File: config.mk
export PLATFORM = sky130hd
export DESIGN_NAME = uart_irq_status
export DESIGN_NICKNAME = d
export VERILOG_FILES = /design/src/rtl/uirq_pkg.sv /design/src/rtl/uirq_ctrl.sv /design/src/rtl/uirq_dp.sv /design/src/rtl/uart_irq_status.sv
export SDC_FILE = /design/constraint.sdc
export NUM_CORES = 1
export LEC_CHECK = 0
export ABC_AREA = 1
export ABC_CLOCK_PERIOD_IN_PS = 1200
export CAP_MARGIN = 40
export CORE_MARGIN = 4
export CORE_UTILIZATION = 25
export CTS_CLUSTER_DIAMETER = 30
export DETAILED_ROUTE_END_ITERATION = 10
export SYNTH_ARGS = -nofsm -noshare
export SYNTH_HDL_FRONTEND = slang
export SYNTH_SLANG_ARGS = --single-unit
File: constraint.sdc
create_clock -name clk -period 1.2 [get_ports clk]
set_input_delay 0.24 -clock clk [delete_from_list [all_inputs] [get_ports clk]]
set_output_delay 0.24 -clock clk [all_outputs]
set_load 0.03 [all_outputs]
File: src/rtl/uirq_pkg.sv
package uirq_pkg;
  localparam int SRC_W  = 6;
  localparam int STAT_W = 8;
  localparam int CODE_W = 6;

  localparam int EN_RX    = 0;
  localparam int EN_TX    = 1;
  localparam int EN_LINE  = 2;
  localparam int EN_MODEM = 3;
  localparam int EN_XOFF  = 4;
  localparam int EN_FLOW  = 5;

  localparam logic [CODE_W-1:0] CODE_LINE  = 6'b000110;
  localparam logic [CODE_W-1:0] CODE_RXTO  = 6'b001100;
  localparam logic [CODE_W-1:0] CODE_RXDAT = 6'b000100;
  localparam logic [CODE_W-1:0] CODE_TX    = 6'b000010;
  localparam logic [CODE_W-1:0] CODE_MODEM = 6'b000000;
  localparam logic [CODE_W-1:0] CODE_XOFF  = 6'b010000;
  localparam logic [CODE_W-1:0] CODE_FLOW  = 6'b100000;
  localparam logic [CODE_W-1:0] CODE_IDLE  = 6'b000001;

  typedef struct packed {
    logic clrLine;
    logic clrTimeout;
    logic clrTx;
    logic clrModem;
    logic clrXoff;
    logic clrFlow;
    logic hold;
  } clrStrobe_t;
endpackage

File: src/rtl/uirq_ctrl.sv
module uirq_ctrl
  import uirq_pkg::*;
(
  input  logic              clk,
  input  logic              rstN,
  input  logic              isrRd,
  input  logic              lsrRd,
  input  logic              msrRd,
  input  logic              rhrRd,
  input  logic              thrWr,
  input  logic              xonEvt,
  input  logic [CODE_W-1:0] snapCode,
  output clrStrobe_t        strb
);
  logic isrRdQ;
  logic rdStart;
  logic snapPend;
  logic hitTx;
  logic hitXoff;

  always_ff @(posedge clk) begin
    if (!rstN) isrRdQ <= 1'b0;
    else       isrRdQ <= isrRd;
  end

  assign rdStart  = isrRd & ~isrRdQ;
  assign snapPend = ~snapCode[0];
  assign hitTx    = rdStart & snapPend & (snapCode == CODE_TX);
  assign hitXoff  = rdStart & snapPend & (snapCode == CODE_XOFF);

  always_comb begin
    strb            = '0;
    strb.hold       = isrRd;
    strb.clrLine    = lsrRd;
    strb.clrTimeout = rhrRd;
    strb.clrModem   = msrRd;
    strb.clrFlow    = msrRd;
    strb.clrTx      = thrWr | hitTx;
    strb.clrXoff    = xonEvt | hitXoff;
  end

  AST_ONE_READ_CLEAR: assert property (@(posedge clk) disable iff (!rstN)
    $onehot0({hitTx, hitXoff}));
  AST_START_ONCE: assert property (@(posedge clk) disable iff (!rstN)
    rdStart |=> !rdStart);
endmodule

File: src/rtl/uirq_dp.sv
module uirq_dp
  import uirq_pkg::*;
(
  input  logic              clk,
  input  logic              rstN,
  input  logic              lineErrEvt,
  input  logic              rxDataLvl,
  input  logic              rxTimeoutEvt,
  input  logic              txEmptyEvt,
  input  logic              txEmptyLvl,
  input  logic              msrChangeEvt,
  input  logic              xoffEvt,
  input  logic              flowChangeEvt,
  input  logic [SRC_W-1:0]  irqEn,
  input  logic              enhEn,
  input  logic              fifoEn,
  input  clrStrobe_t        strb,
  output logic [CODE_W-1:0] snapCode,
  output logic [STAT_W-1:0] isrData,
  output logic              irqOut
);
  logic lineP, toP, txP, modemP, xoffP, flowP;
  logic txEnQ;
  logic txSet, xoffSet, flowSet;
  logic [CODE_W-1:0] liveCode;
  logic [CODE_W-1:0] snapQ;

  assign txSet   = txEmptyEvt | (irqEn[EN_TX] & ~txEnQ & txEmptyLvl);
  assign xoffSet = xoffEvt & enhEn;
  assign flowSet = flowChangeEvt & enhEn;

  always_ff @(posedge clk) begin
    if (!rstN) begin
      lineP  <= 1'b0;
      toP    <= 1'b0;
      txP    <= 1'b0;
      modemP <= 1'b0;
      xoffP  <= 1'b0;
      flowP  <= 1'b0;
      txEnQ  <= 1'b0;
    end else begin
      lineP  <= lineErrEvt    | (lineP  & ~strb.clrLine);
      toP    <= rxTimeoutEvt  | (toP    & ~strb.clrTimeout);
      txP    <= txSet         | (txP    & ~strb.clrTx);
      modemP <= msrChangeEvt  | (modemP & ~strb.clrModem);
      xoffP  <= xoffSet       | (xoffP  & ~strb.clrXoff);
      flowP  <= flowSet       | (flowP  & ~strb.clrFlow);
      txEnQ  <= irqEn[EN_TX];
    end
  end

  always_comb begin
    if      (lineP  & irqEn[EN_LINE])           liveCode = CODE_LINE;
    else if (toP    & irqEn[EN_RX])             liveCode = CODE_RXTO;
    else if (rxDataLvl & irqEn[EN_RX])          liveCode = CODE_RXDAT;
    else if (txP    & irqEn[EN_TX])             liveCode = CODE_TX;
    else if (modemP & irqEn[EN_MODEM])          liveCode = CODE_MODEM;
    else if (xoffP  & irqEn[EN_XOFF] & enhEn)   liveCode = CODE_XOFF;
    else if (flowP  & irqEn[EN_FLOW] & enhEn)   liveCode = CODE_FLOW;
    else                                        liveCode = CODE_IDLE;
  end

  always_ff @(posedge clk) begin
    if (!rstN)          snapQ <= CODE_IDLE;
    else if (!strb.hold) snapQ <= liveCode;
  end

  assign snapCode = snapQ;
  assign isrData  = {{2{fifoEn}}, strb.hold ? snapQ : liveCode};
  assign irqOut   = (lineP & irqEn[EN_LINE]) | ((toP | rxDataLvl) & irqEn[EN_RX])
                  | (txP & irqEn[EN_TX]) | (modemP & irqEn[EN_MODEM])
                  | (enhEn & ((xoffP & irqEn[EN_XOFF]) | (flowP & irqEn[EN_FLOW])));

  AST_IDLE_ZERO: assert property (@(posedge clk) disable iff (!rstN)
    liveCode[0] |-> (liveCode[5:1] == 5'b0));
  AST_LINE_CLR: assert property (@(posedge clk) disable iff (!rstN)
    (strb.clrLine && !lineErrEvt) |=> !lineP);
  AST_TX_CLR: assert property (@(posedge clk) disable iff (!rstN)
    (strb.clrTx && !txSet) |=> !txP);
  AST_XON_CLR: assert property (@(posedge clk) disable iff (!rstN)
    (strb.clrXoff && !xoffSet) |=> !xoffP);
  AST_ENH_GATE: assert property (@(posedge clk) disable iff (!rstN)
    (!enhEn && !xoffP) |=> (!xoffP));
  AST_READ_HOLD: assert property (@(posedge clk) disable iff (!rstN)
    (strb.hold && $past(strb.hold)) |-> $stable(snapQ));
  AST_SET_WINS: assert property (@(posedge clk) disable iff (!rstN)
    lineErrEvt |=> lineP);
endmodule

File: src/rtl/uart_irq_status.sv
module uart_irq_status
  import uirq_pkg::*;
(
  input  logic              clk,
  input  logic              rstN,
  input  logic              lineErrEvt,
  input  logic              rxDataLvl,
  input  logic              rxTimeoutEvt,
  input  logic              txEmptyEvt,
  input  logic              txEmptyLvl,
  input  logic              msrChangeEvt,
  input  logic              xoffEvt,
  input  logic              xonEvt,
  input  logic              flowChangeEvt,
  input  logic [5:0]        irqEn,
  input  logic              enhEn,
  input  logic              fifoEn,
  input  logic              isrRd,
  input  logic              lsrRd,
  input  logic              msrRd,
  input  logic              rhrRd,
  input  logic              thrWr,
  output logic [7:0]        isrData,
  output logic              irqOut
);
  clrStrobe_t        strb;
  logic [CODE_W-1:0] snapCode;

  uirq_ctrl u_ctrl (
    .clk(clk), .rstN(rstN), .isrRd(isrRd), .lsrRd(lsrRd), .msrRd(msrRd),
    .rhrRd(rhrRd), .thrWr(thrWr), .xonEvt(xonEvt), .snapCode(snapCode),
    .strb(strb)
  );

  uirq_dp u_dp (
    .clk(clk), .rstN(rstN), .lineErrEvt(lineErrEvt), .rxDataLvl(rxDataLvl),
    .rxTimeoutEvt(rxTimeoutEvt), .txEmptyEvt(txEmptyEvt), .txEmptyLvl(txEmptyLvl),
    .msrChangeEvt(msrChangeEvt), .xoffEvt(xoffEvt), .flowChangeEvt(flowChangeEvt),
    .irqEn(irqEn), .enhEn(enhEn), .fifoEn(fifoEn), .strb(strb),
    .snapCode(snapCode), .isrData(isrData), .irqOut(irqOut)
  );

  AST_IRQ_BIT0: assert property (@(posedge clk) disable iff (!rstN)
    !isrRd |-> (irqOut == !isrData[0]));
endmodule

After elaboration in Yosys (flattened, before gate mapping)
Index checks and enable logic that the tools add are counted.
{"block": "word_totals", "regBits": 14, "in_bits": 24, "out_inout_bits": 9, "elab_cells": 67}
{"block": "classes", "n_eq_ne": 2, "mux": 8, "bitwise": 48}
{"op": "6-bit two-way mux", "n": 8}
{"op": "1-bit bitwise AND", "n": 25}
{"op": "1-bit OR", "n": 15}
{"op": "1-bit inverter", "n": 8}
{"op": "6-bit by 2-bit == test with 1-bit output (second input constant)", "n": 1}
{"op": "6-bit by 5-bit == test with 1-bit output (second input constant)", "n": 1}

Depth between registers and ports, before layout
Gate-level depths: netlist (run 1).
{"block": "logic_depth", "ltp_word": 10, "mapped_depth": 6, "ltp_nobuf": 6}

Modules after synthesis
Synthesis (run 1) repeated with hierarchy kept, for this count alone.
{"block": "hier_totals", "hier_cells": 113, "hier_area_um2": 730.7}
{"module": "uirq_dp", "instances": 1, "cells_per_inst": 84, "area_each_um2": 584.3, "seq_area_each_um2": 260.2}
{"module": "uirq_ctrl", "instances": 1, "cells_per_inst": 29, "area_each_um2": 146.4, "seq_area_each_um2": 20.0}

Worst setup path after synthesis (run 1)
No wires, ideal clock.
{"block": "synth_path", "path_type": "register -> output", "startpoint": "register u_dp.toP", "endpoint": "output port isrData[1]", "arrival_time_ns": 0.994, "t_required_ns": 0.960, "path_slack_ns": -0.034, "path_stages_with_launch": 6, "n_path_buf": 0, "path_cell_list": "dfxtp_1 nand2_1 nand2_1 nor2_1 nor2_1 nor2_1"}
{"block": "synth_between", "elab_chain_cells": 4}
{"element": "from (decl)", "line": "uirq_dp.sv:22", "rtl": "logic lineP, toP, txP, modemP, xoffP, flowP;"}
{"element": "from (signal assigned)", "line": "uirq_dp.sv:43", "rtl": "toP <= rxTimeoutEvt | (toP & ~strb.clrTimeout);"}
{"element": "1-bit bitwise AND", "line": "uirq_dp.sv:54", "rtl": "else if (toP & irqEn[EN_RX]) liveCode = CODE_RXTO;"}
{"element": "6-bit two-way mux", "line": "uirq_dp.sv:54"}
{"element": "6-bit two-way mux", "line": "uirq_dp.sv:53", "rtl": "if (lineP & irqEn[EN_LINE]) liveCode = CODE_LINE;"}
{"element": "6-bit two-way mux", "line": "uirq_dp.sv:69", "rtl": "assign isrData = {{2{fifoEn}}, strb.hold ? snapQ : liveCode};"}
{"element": "to (decl)", "line": "uart_irq_status.sv:23", "rtl": "output logic [7:0] isrData,"}
No other way between the ends.

Worst setup path after layout (run 1)
{"block": "layout_path", "startpoint": "register u_dp.txP", "endpoint": "output port isrData[0]"}
{"block": "layout_between", "elab_chain_cells": 6}
{"element": "from (decl)", "line": "uirq_dp.sv:22"}
{"element": "from (signal assigned)", "line": "uirq_dp.sv:44", "rtl": "txP <= txSet | (txP & ~strb.clrTx);"}
{"element": "1-bit bitwise AND", "line": "uirq_dp.sv:56", "rtl": "else if (txP & irqEn[EN_TX]) liveCode = CODE_TX;"}
{"element": "6-bit two-way mux", "line": "uirq_dp.sv:56"}
{"element": "6-bit two-way mux", "line": "uirq_dp.sv:55", "rtl": "else if (rxDataLvl & irqEn[EN_RX]) liveCode = CODE_RXDAT;"}
{"element": "6-bit two-way mux", "line": "uirq_dp.sv:54"}
{"element": "6-bit two-way mux", "line": "uirq_dp.sv:53"}
{"element": "6-bit two-way mux", "line": "uirq_dp.sv:69"}
No other way between the ends.

==> reports/metrics.cfg, run 1 <==
[die]
die_y_um = 59.3
floorplan.die.width_um = 59.3
core_area_mm2 = 0.00250
initial_core_util_pct = 26.3
placementRows = 18
num_io_pins = 33
die_area_mm2 = 0.00352

[timing]
drv_slew = 0
setup_tns_ps = -1550
fin_ws_ps = -267
timing.clock.skew_ps = 2.98
max_freq_ghz = 0.682
transition_time_at_the_pin_with_the_least_slew_margin_ps = 235
clock_period_minus_final_worst_setup_slack_ps = 1470
max_slew_margin_pct = 84.2
rsz0062_at_grt = yes
hold_viol = 0
finalCritPeriodShare_pct = 122
setup_viol = 7

[yosys]
synth_top_cells_by_area = sky130_fd_sc_hd__dfxtp_1 (43%), sky130_fd_sc_hd__nand2_1 (16%), sky130_fd_sc_hd__nor2_1 (8.6%)
synth.lib_cells_used.distinct = 16
synth.largest_area_cell = sky130_fd_sc_hd__dfxtp_1
yosysWarnings = 0
synth_seq_cells = 14
proportion_of_synthesized_chip_area_in_sequential_cells_pct = 42.6
postSynthAreaPerCell_um2 = 6.58
syn_inst = 100
netlist.area_leader.share_pct = 42.6
postSynthNetCount = 124
mappedNetlistArea_um2 = 658

[setup_path]
cp.depth = 6
crit_buf_inv = 1
crit_path_max_incr_delay_ps = 330
cp_cell_sequence = nand2_2 -> nand2_2 -> nor2_4 -> nand3_2 -> nand2_2 -> buf_6
timing.critical_path.fanout_max = 4
cp_max_delay_cell = sky130_fd_sc_hd__dfxtp_2
rr_worst_depth = 7
critPathTopFamily = simple AND/OR/NAND/NOR gates
crit_path_top_cell_by_count = sky130_fd_sc_hd__nand2_2
critical_path_required_ps = 960
path_class = reg2out
end_kind = output port
critical_path_arrival_ps = 1230
worst_setup_path_start_kind = register

[clocking]
clkTransAtPathRegs_ps = 90
cts.htree.levels = 1
root_buffer = sky130_fd_sc_hd__clkbuf_4
buffer_depth_of_the_longest_clock_path = 2
clock_sink_count = 14
numCtsBuffers = 3
insertion_delay_ps = 280
tritoncts = yes

[grt]
grt_overflow_total = 0
grt_max_degree = 9
grt_pass1_wl_um = 3050
via_count_of_the_first_global_routing_pass = 786
antenna_found_initial = 0
track_usage_pct = 11.3

[cells_and_area]
layout-drive-gt1-share_pct = 39.7
layout.cell_area.non_filler_mm2 = 0.00122
final-seq-area_um2 = 284
n_antenna_cell = 0
fill_cells = 243
mostFrequentLayoutCells = sky130_fd_sc_hd__nand2_1 (15), sky130_fd_sc_hd__buf_4 (15), sky130_fd_sc_hd__clkdlybuf4s50_1 (14)
finalNetCount = 171
multi_input_comb_area_um2 = 402
layout-area-overhead-vs-synth_pct = 85.9

[job]
cap_viol_max_count = 0

[place]
gp_congestion = 0.777
port-buffer-count = 29
dp_hpwl_um = 1410
placement.cell_area_mm2 = 0.00104

[power]
total_power_mw = 1.18
max-vdd-ir-drop_mv = 0.508
power_density_cells_mw_per_mm2 = 962
cellLeakagePower_nw = 0.581

[detailed_routing]
dr_total_vias = 763
drt_drc_violations_left = 0
final_antenna_net_count = 0
totalWireLength_um = 1900
post_drt_via_cell_ratio = 4.34
wl_per_cell_um = 10.8
drtPass1Iterations = 2
dr.first_iter.drc_count = 15

[hold_path]
timing.hold.worst.class = in2reg
number_of_cells_traversed_by_the_worst_hold_path = 3

[run_status]
failed_checks = negative setup slack
status = finished with violations

-- tightest hold or removal path: stages --
cell	delay, ps
sky130_fd_sc_hd__dlygate4sd2_1	270
sky130_fd_sc_hd__nand2_1	70
sky130_fd_sc_hd__a21oi_1	60
-- worst paths after layout --
kind	start	endpoint	slack, ps
worst max-delay path	u_dp.txP	isrData[0]	-270
worst min-delay path	enhEn	u_dp.xoffP	390
worst max register to register	u_dp.toP	u_dp.snapCode[1]	80
worst min register to register	u_dp.flowP	u_dp.flowP	460
-- power by group --
part | leakage (nW) | internal (mW) | switching, mW
Sequential | 0.116 | 0.491 | 0.0148
Clock | 0.0210 | 0.185 | 0.167
Combinational | 0.444 | 0.167 | 0.153
Total | 0.581 | 0.843 | 0.335
-- what timing repair did --
item / 4_1_cts / 5_1_grt
buffers inserted: 4 / 0
hold buffers: 0 / 0
setup endpoints to repair: 7 / 7
gates resized for setup: 40 / 6
pin swaps: 16 / 5
-- sequential cells by signal, summed over array words and instances, names as in the netlist --
signal and count:
u_dp.txEnQ 1, u_dp.modemP 1, u_dp.toP 1, u_dp.xoffP 1, u_dp.flowP 1, u_dp.txP 1, u_dp.snapCode 6, u_dp.lineP 1
u_ctrl.isrRdQ 1
-- Yosys cell counts, drive strengths merged --
| library cell | number |
|---|---|
| and2 | 1 |
| inv | 15 |
| or2 | 1 |
| buf | 2 |
| clkinv | 1 |
| nand2 | 29 |
| nor3 | 2 |
| a31oi | 1 |
| dfxtp | 14 |
| a31o | 1 |
| nor2 | 16 |
| a21oi | 9 |
| nand3 | 8 |
-- logic make-up after synthesis --
logic type,Yosys count,synth area share [%]
flip-flops,14,42.6
AND/OR/NAND/NOR,57,35.9
AO/OA/AOI/OAI,11,10.1
buffers and inverters,18,11.4
-- per-stage QoR --
step                setup slack, ps  utilization [%]  hold slack [ps]  std cells
floorplan                      21.7                -              325        100
finish                         -267             48.9              390        176
CTS                            -291             48.0              381        176
detailed placement             -455             41.5              451        168
global placement               -440             41.5              448        168
global route                   -356             48.9              420        176
-- area by class of cell --
class / instances / share of cell area (%)
clock buffer: 4 / 2.97
inverter: 16 / 5.11
multi-input combinational: 68 / 32.8
sequential: 14 / 23.2
tap: 30 / 3.07
timing repair buffer: 44 / 32.8
-- per-layer routing --
metal  vias up  global-route usage [%]  part of all wire [%]
met1       350                    11.1                    36
met5         -                       0                     0
met3         2                    2.18                   3.6
li1        399                       -                     -
met2        12                    22.3                    59
met4         0                    4.85                  0.37
No activity file was read; power rests on OpenSTA's default activity.
==> run 2: changes to the inputs <==
--- a/config.mk
+++ b/config.mk
@@ -8,7 +8,7 @@
 export ABC_AREA = 1
 export ABC_CLOCK_PERIOD_IN_PS = 1200
 export CAP_MARGIN = 40
-export CORE_MARGIN = 4
+export CORE_MARGIN = 1
 export CORE_UTILIZATION = 25
 export CTS_CLUSTER_DIAMETER = 30
 export DETAILED_ROUTE_END_ITERATION = 10
==> run 2 against run 1 <==
  * The run still ends with negative setup slack left
  * Register-to-register slack got worse by 300 ps
  * Clock power decreased by 27%
  * Setup slack improved by 29 ps
  * Total power fell by 7.1%
  * Global-route usage increased by 4.0 points
  * Clock-buffer cell count is 1 lower
  * Clock skew decreased by 0.89 ps
  * Final area increased by 2.0%
  * Sequential share of layout area shrank 0.47 points
  * Highest routed layer unchanged
==> reports/metrics.cfg, run 2 (synthesis gave the netlist of run 1 again) <==
[setup_path]
timing.critical_path.fanout_max = 4  ; unchanged
worst_setup_path_start_kind = register
end_kind = output port
path_class = reg2out
critical_path_required_ps = 960  ; about the same
critical_path_arrival_ps = 1200  ; -30 ps

[die]
die_area_mm2 = 0.00284  ; -19%
floorplan.die.width_um = 53.3  ; -10%
initial_core_util_pct = 26.6  ; +0.24 points
core_area_mm2 = 0.00248  ; -0.90%
die_y_um = 53.3  ; -10%
placementRows = 18  ; unchanged
num_io_pins = 33  ; unchanged

[timing]
max_slew_margin_pct = 85.5  ; +1.3 points
drv_slew = 0  ; unchanged
hold-worst-slack_ps = 407  ; +16.5 ps
transition_time_at_the_pin_with_the_least_slew_margin_ps = 216  ; -19.2 ps
finalCritPeriodShare_pct = 120  ; -2.5 points
fin_ws_ps = -238  ; +29.4 ps
max_freq_ghz = 0.696  ; +2.0%
setup_tns_ps = -1550  ; +0.170 ps
hold_viol = 0  ; unchanged
timing.clock.skew_ps = 2.09  ; -0.893 ps
setup_viol = 8  ; +1
clock_period_minus_final_worst_setup_slack_ps = 1440  ; -29.4 ps
rsz0062_at_grt = yes

[place]
dpl.cell_count = 170  ; +1.2%
port-buffer-count = 29  ; unchanged
dp_hpwl_um = 1370  ; -2.7%
gp_congestion = 0.787  ; +1.3%

[clocking]
cts.htree.levels = 1  ; unchanged
clock_sink_count = 14  ; unchanged
clkTransAtPathRegs_ps = 80  ; about the same
root_buffer = sky130_fd_sc_hd__clkbuf_4
tritoncts = yes
insertion_delay_ps = 270  ; about the same
buffer_depth_of_the_longest_clock_path = 2  ; unchanged
numCtsBuffers = 3  ; unchanged

[power]
share_comb_of_total_power_pct = 30.2  ; +3.0 points
total_power_mw = 1.09  ; -7.1%
power_switching_mw = 0.309  ; -7.8%
power_density_cells_mw_per_mm2 = 876  ; -9.0%
swShare_pct = 28.2  ; -0.22 points
intPower_mw = 0.785  ; -6.8%
power.clock.fraction_pct = 23.5  ; -6.3 points
max-vdd-ir-drop_mv = 0.525  ; +3.3%
cellLeakagePower_nw = 0.612  ; +5.2%
sequentialPowerShare_pct = 46.3  ; +3.3 points

[detailed_routing]
totalWireLength_um = 1830  ; -3.5%
final_antenna_net_count = 0  ; unchanged
drtPass1Iterations = 2  ; unchanged
post_drt_via_cell_ratio = 4.36  ; +0.47%
drt_drc_violations_left = 0  ; unchanged
dr.first_iter.drc_count = 5  ; -10
dr_total_vias = 784  ; +2.8%
wl_per_cell_um = 10.2  ; -5.7%

[run_status]
failed_checks = negative setup slack
status = finished with violations

[cells_and_area]
final_util_pct = 50.4  ; +1.5 points
fill_cells = 251  ; +3.3%
n_antenna_cell = 0  ; unchanged
mostFrequentLayoutCells = sky130_fd_sc_hd__buf_4 (19), sky130_fd_sc_hd__nand2_1 (18), sky130_fd_sc_hd__inv_1 (13), sky130_fd_sc_hd__clkdlybuf4s50_1 (13), sky130_fd_sc_hd__dfxtp_1 (11)
layout-area-overhead-vs-synth_pct = 89.7
mostFrequentLayoutCell = sky130_fd_sc_hd__buf_4
flip_flop_count_of_the_largest_register_all_copies_and_words_added = 6  ; unchanged
layoutNonFillerInstCount = 180  ; +2.3%
layout-drive-gt1-share_pct = 40.7  ; +0.94 points
finalNetCount = 176  ; +2.9%

[grt]
antenna_found_initial = 0  ; unchanged
via_count_of_the_first_global_routing_pass = 780  ; -0.76%
grt_max_degree = 8  ; -1
grt_pass1_wl_um = 3050  ; unchanged
track_usage_pct = 15.3  ; +4.0 points
grt_overflow_total = 0  ; unchanged

[job]
cap_viol_max_count = 0  ; unchanged

[hold_path]
timing.hold.worst.class = in2reg

-- run 2: cell types whose count changed in the layout (fill, tap and decap cells not counted), moves of 2 or more --
cell	previous run	this run
sky130_fd_sc_hd__buf_4	15	19
sky130_fd_sc_hd__nand2_1	15	18
sky130_fd_sc_hd__dlygate4sd2_1	8	6
sky130_fd_sc_hd__dlymetal6s2s_1	0	2
sky130_fd_sc_hd__nand2_2	11	9
sky130_fd_sc_hd__nand3_1	4	2
sky130_fd_sc_hd__nand3_2	4	6
-- run 2: critical path: stages, from the launching register on --
cell	delay, ps
sky130_fd_sc_hd__dfxtp_2	340
sky130_fd_sc_hd__nand2_4	70
sky130_fd_sc_hd__nand2_4	70
sky130_fd_sc_hd__nor2_4	140
sky130_fd_sc_hd__nand3_2	90
sky130_fd_sc_hd__nand2_1	90
sky130_fd_sc_hd__buf_6	130
-- run 2: layer usage --
layer | track usage [%] | share of wire (%) | vias to the layer above
li1 | - | - | 408
met1 | 15.8 | 40 | 353
met2 | 27.5 | 53 | 17
met3 | 3.45 | 4.1 | 6
met4 | 9.21 | 2.6 | 0
met5 | 0 | 0 | -
-- run 2: power by group through the flow --
stage               Combinational [mW]  Clock (mW)  Sequential [mW]
finish                           0.331       0.257            0.506
floorplan                        0.133           0            0.510
global placement                 0.271           0            0.512
CTS                              0.319       0.267            0.505
detailed placement               0.273           0            0.513
global route                     0.358       0.284            0.509
-- run 2: final cells by class --
class                      instances  area, um2  share of cell area (%)
sequential                        14        284                    22.7
inverter                          16       60.1                    4.81
tap                               30       37.5                    3.01
timing repair buffer              49        450                    36.1
clock buffer                       3       22.5                    1.80
multi-input combinational         68        394                    31.6
-- run 2: repair_timing --
item / CTS / global route
setup endpoints to repair: 8 / 9
pin swaps: 18 / 11
setup buffers: 7 / 0
gates resized for setup: 31 / 14
hold buffers: 0 / 0
-- run 2: path summary, 6_finish.rpt --
| check | startpoint | to | slack (ps) | cells past startpoint |
|---|---|---|---|---|
| min | irqEn[1] | u_dp.txEnQ | 410 | 4 |
| max reg2reg | u_dp.toP | u_dp.snapCode[0] | -220 | 10 |
| min reg2reg | u_dp.flowP | u_dp.flowP | 480 | 2 |
| max | u_dp.toP | isrData[0] | -240 | 6 |
-- run 2: per-stage QoR --
stage	setup WS, ps	cell area, um2
after floorplan	21.7	661
after global placement	-425	1050
after detailed placement	-447	1050
after CTS	-270	1210
after global routing	-317	1250
final	-238	1250
==> run 3: changes to the inputs <==
--- a/config.mk
+++ b/config.mk
@@ -12,6 +12,7 @@
 export CORE_UTILIZATION = 25
 export CTS_CLUSTER_DIAMETER = 30
 export DETAILED_ROUTE_END_ITERATION = 10
+export PLACE_DENSITY = 0.56
 export SYNTH_ARGS = -nofsm -noshare
 export SYNTH_HDL_FRONTEND = slang
 export SYNTH_SLANG_ARGS = --single-unit
==> run 3 against run 2 <==
  * The run still ends with negative setup slack left
  * Final cell count shrank 2.2%
  * Routed wire length shrank 3.7%
  * Core utilization shrank 2.7 points
  * Final area shrank 5.4%
  * Combinational power shrank 6.3%
  * Sequential cell count is the same
  * Total power grew 6.5%
  * Critical path type is now in2out
  * Highest routed layer is now met3
==> reports/metrics.cfg, run 3 (synthesis gave the netlist of run 1 again) <==
[cells_and_area]
fill_cells = 269  ; +7.2%
n_antenna_cell = 0  ; unchanged
layout-drive-gt1-share_pct = 34.9  ; -5.7 points
final-seq-area_um2 = 284  ; unchanged
mostFrequentLayoutCell = sky130_fd_sc_hd__nand2_1
multi_input_comb_area_um2 = 360  ; -8.6%
mostFrequentLayoutCells = sky130_fd_sc_hd__nand2_1 (19), sky130_fd_sc_hd__clkdlybuf4s50_1 (15), sky130_fd_sc_hd__buf_4 (15)
layout-area-overhead-vs-synth_pct = 79.5
flip_flop_count_of_the_largest_register_all_copies_and_words_added = 6  ; unchanged
finalNetCount = 171  ; -2.8%

[power]
power_density_cells_mw_per_mm2 = 986  ; +13%
max-vdd-ir-drop_mv = 0.699  ; +33%
total_power_mw = 1.16  ; +6.5%
cellLeakagePower_nw = 0.570  ; -6.9%

[grt]
grt_overflow_total = 0  ; unchanged
grt_max_degree = 9  ; +1
via_count_of_the_first_global_routing_pass = 769  ; -1.4%
track_usage_pct = 14.7  ; -0.65 points
grt_pass1_wl_um = 3010  ; -1.3%
antenna_found_initial = 0  ; unchanged

[timing]
hold_viol = 0  ; unchanged
setup_viol = 7  ; -1
timing.clock.skew_ps = 8.25  ; +6.15 ps
fin_ws_ps = -318  ; -79.9 ps
clock_period_minus_final_worst_setup_slack_ps = 1520  ; +79.9 ps
drv_slew = 0  ; unchanged
max_freq_ghz = 0.659  ; -5.3%
max_slew_margin_pct = 85.0  ; -0.46 points
transition_time_at_the_pin_with_the_least_slew_margin_ps = 223  ; +6.91 ps
finalCritPeriodShare_pct = 126  ; +6.7 points
rsz0062_at_grt = yes

[run_status]
failed_checks = negative setup slack
status = finished with violations

[place]
port-buffer-count = 29  ; unchanged
gp_congestion = 0.741  ; -5.8%
pre_cts_slack_ps = -464  ; -17.1 ps
dp_hpwl_um = 1360  ; -0.79%

[clocking]
root_buffer = sky130_fd_sc_hd__clkbuf_4
tritoncts = yes
cts.htree.levels = 1  ; unchanged
numCtsBuffers = 3  ; unchanged
clock_sink_count = 14  ; unchanged
insertion_delay_ps = 290  ; +20 ps
buffer_depth_of_the_longest_clock_path = 2  ; unchanged
clkTransAtPathRegs_ps = 90  ; about the same

[setup_path]
setup.reg_to_reg.worst_slack_ps = 90  ; +310 ps
critPathCapture = isrData[5]
r2r-start = u_dp.toP
worst_r2r_endpoint = u_dp.snapCode[0]
timing.critical_path.fanout_max = 2  ; -2
worst_setup_path_start_kind = input pin
crit_path_top_cell_by_count = sky130_fd_sc_hd__nand2_1
crit_path_max_incr_delay_ps = 400  ; +60 ps
worstSetupStartpoint = irqEn[3]
path_class = in2out
end_kind = output port
critical_path_arrival_ps = 1280  ; +80 ps
cp_max_delay_cell = sky130_fd_sc_hd__clkdlybuf4s50_1
cp_cell_sequence = clkdlybuf4s50_1 -> nand2_1 -> nand2_1 -> nor2_1 -> nand3_2 -> nand2_1 -> buf_6
critical_path_required_ps = 960  ; about the same
rr_worst_depth = 7  ; -3

[die]
placementRows = 18  ; unchanged
die_y_um = 53.3  ; unchanged
initial_core_util_pct = 26.6  ; unchanged
core_area_mm2 = 0.00248  ; unchanged
die_area_mm2 = 0.00284  ; unchanged
num_io_pins = 33  ; unchanged
floorplan.die.width_um = 53.3  ; unchanged

[detailed_routing]
post_drt_via_cell_ratio = 4.28  ; -1.6%
wl_per_cell_um = 10.0  ; -1.5%
topRoutingLayerUsed = met3
route.met3.wl_um = 116  ; +53%
met1Wirelength_um = 767  ; +4.9%
drtPass1Iterations = 4  ; +2
dr_total_vias = 754  ; -3.8%
final_antenna_net_count = 0  ; unchanged
dr.first_iter.drc_count = 1  ; -4
route.met2.wl_um = 880  ; -9.9%
totalWireLength_um = 1760  ; -3.7%
drt_drc_violations_left = 0  ; unchanged

[job]
cap_viol_max_count = 0  ; unchanged

[hold_path]
timing.hold.worst.class = in2reg

-- run 3: worst max-delay path: cells and delay by family --
kind | cells | cell delay (ps)
buffers and inverters | 2 | 530
AND/OR/NAND/NOR | 5 | 500
-- run 3: how the worst min path moves through the flow --
stage / from / endpoint / slack (ps) / cells after the start
floorplan: rstN / u_dp.snapCode[0] / 320 / 1
global placement: u_dp.flowP / u_dp.flowP / 460 / 2
detailed placement: u_dp.flowP / u_dp.flowP / 470 / 2
CTS: enhEn / u_dp.xoffP / 400 / 3
global route: enhEn / u_dp.xoffP / 420 / 3
finish: irqEn[1] / u_dp.txEnQ / 400 / 4
-- run 3: per-layer routing --
layer	vias up	track usage [%]
met5	-	0
met4	0	0
met3	0	6.32
met2	20	25.8
met1	336	17.2
li1	398	-
-- run 3: final cells by class --
class,count,share of cell area (%)
multi-input combinational,68,30.5
inverter,16,5.08
tap,30,3.18
timing repair buffer,44,34.1
clock buffer,4,3.07
sequential,14,24.0
-- run 3: report_power, final --
| part | internal [mW] | leakage (nW) | switching (mW) |
|---|---|---|---|
| combinational | 0.167 | 0.432 | 0.143 |
| sequential | 0.491 | 0.116 | 0.0144 |
| clock | 0.185 | 0.0210 | 0.164 |
-- run 3: what timing repair did --
| action | CTS | global route |
|---|---|---|
| hold buffers | 0 | 0 |
| pin swaps | 13 | 8 |
| resized for setup | 30 | 3 |
| endpoints found under the setup margin | 7 | 8 |
| buffers inserted | 3 | 2 |
| endpoints found under the hold margin | 0 | 0 |
-- run 3: per-stage QoR --
| stage | utilization, % | cells | setup TNS [ps] | hold slack (ps) | cell area [um2] |
|---|---|---|---|---|---|
| floorplan | - | 100 | 0 | 325 | 661 |
| global placement | 41.6 | 167 | -4050 | 456 | 1030 |
| detailed placement | 41.6 | 167 | -4200 | 466 | 1030 |
| CTS | 46.7 | 174 | -1590 | 401 | 1160 |
| global route | 47.7 | 176 | -2200 | 422 | 1180 |
| finish | 47.7 | 176 | -1620 | 397 | 1180 |
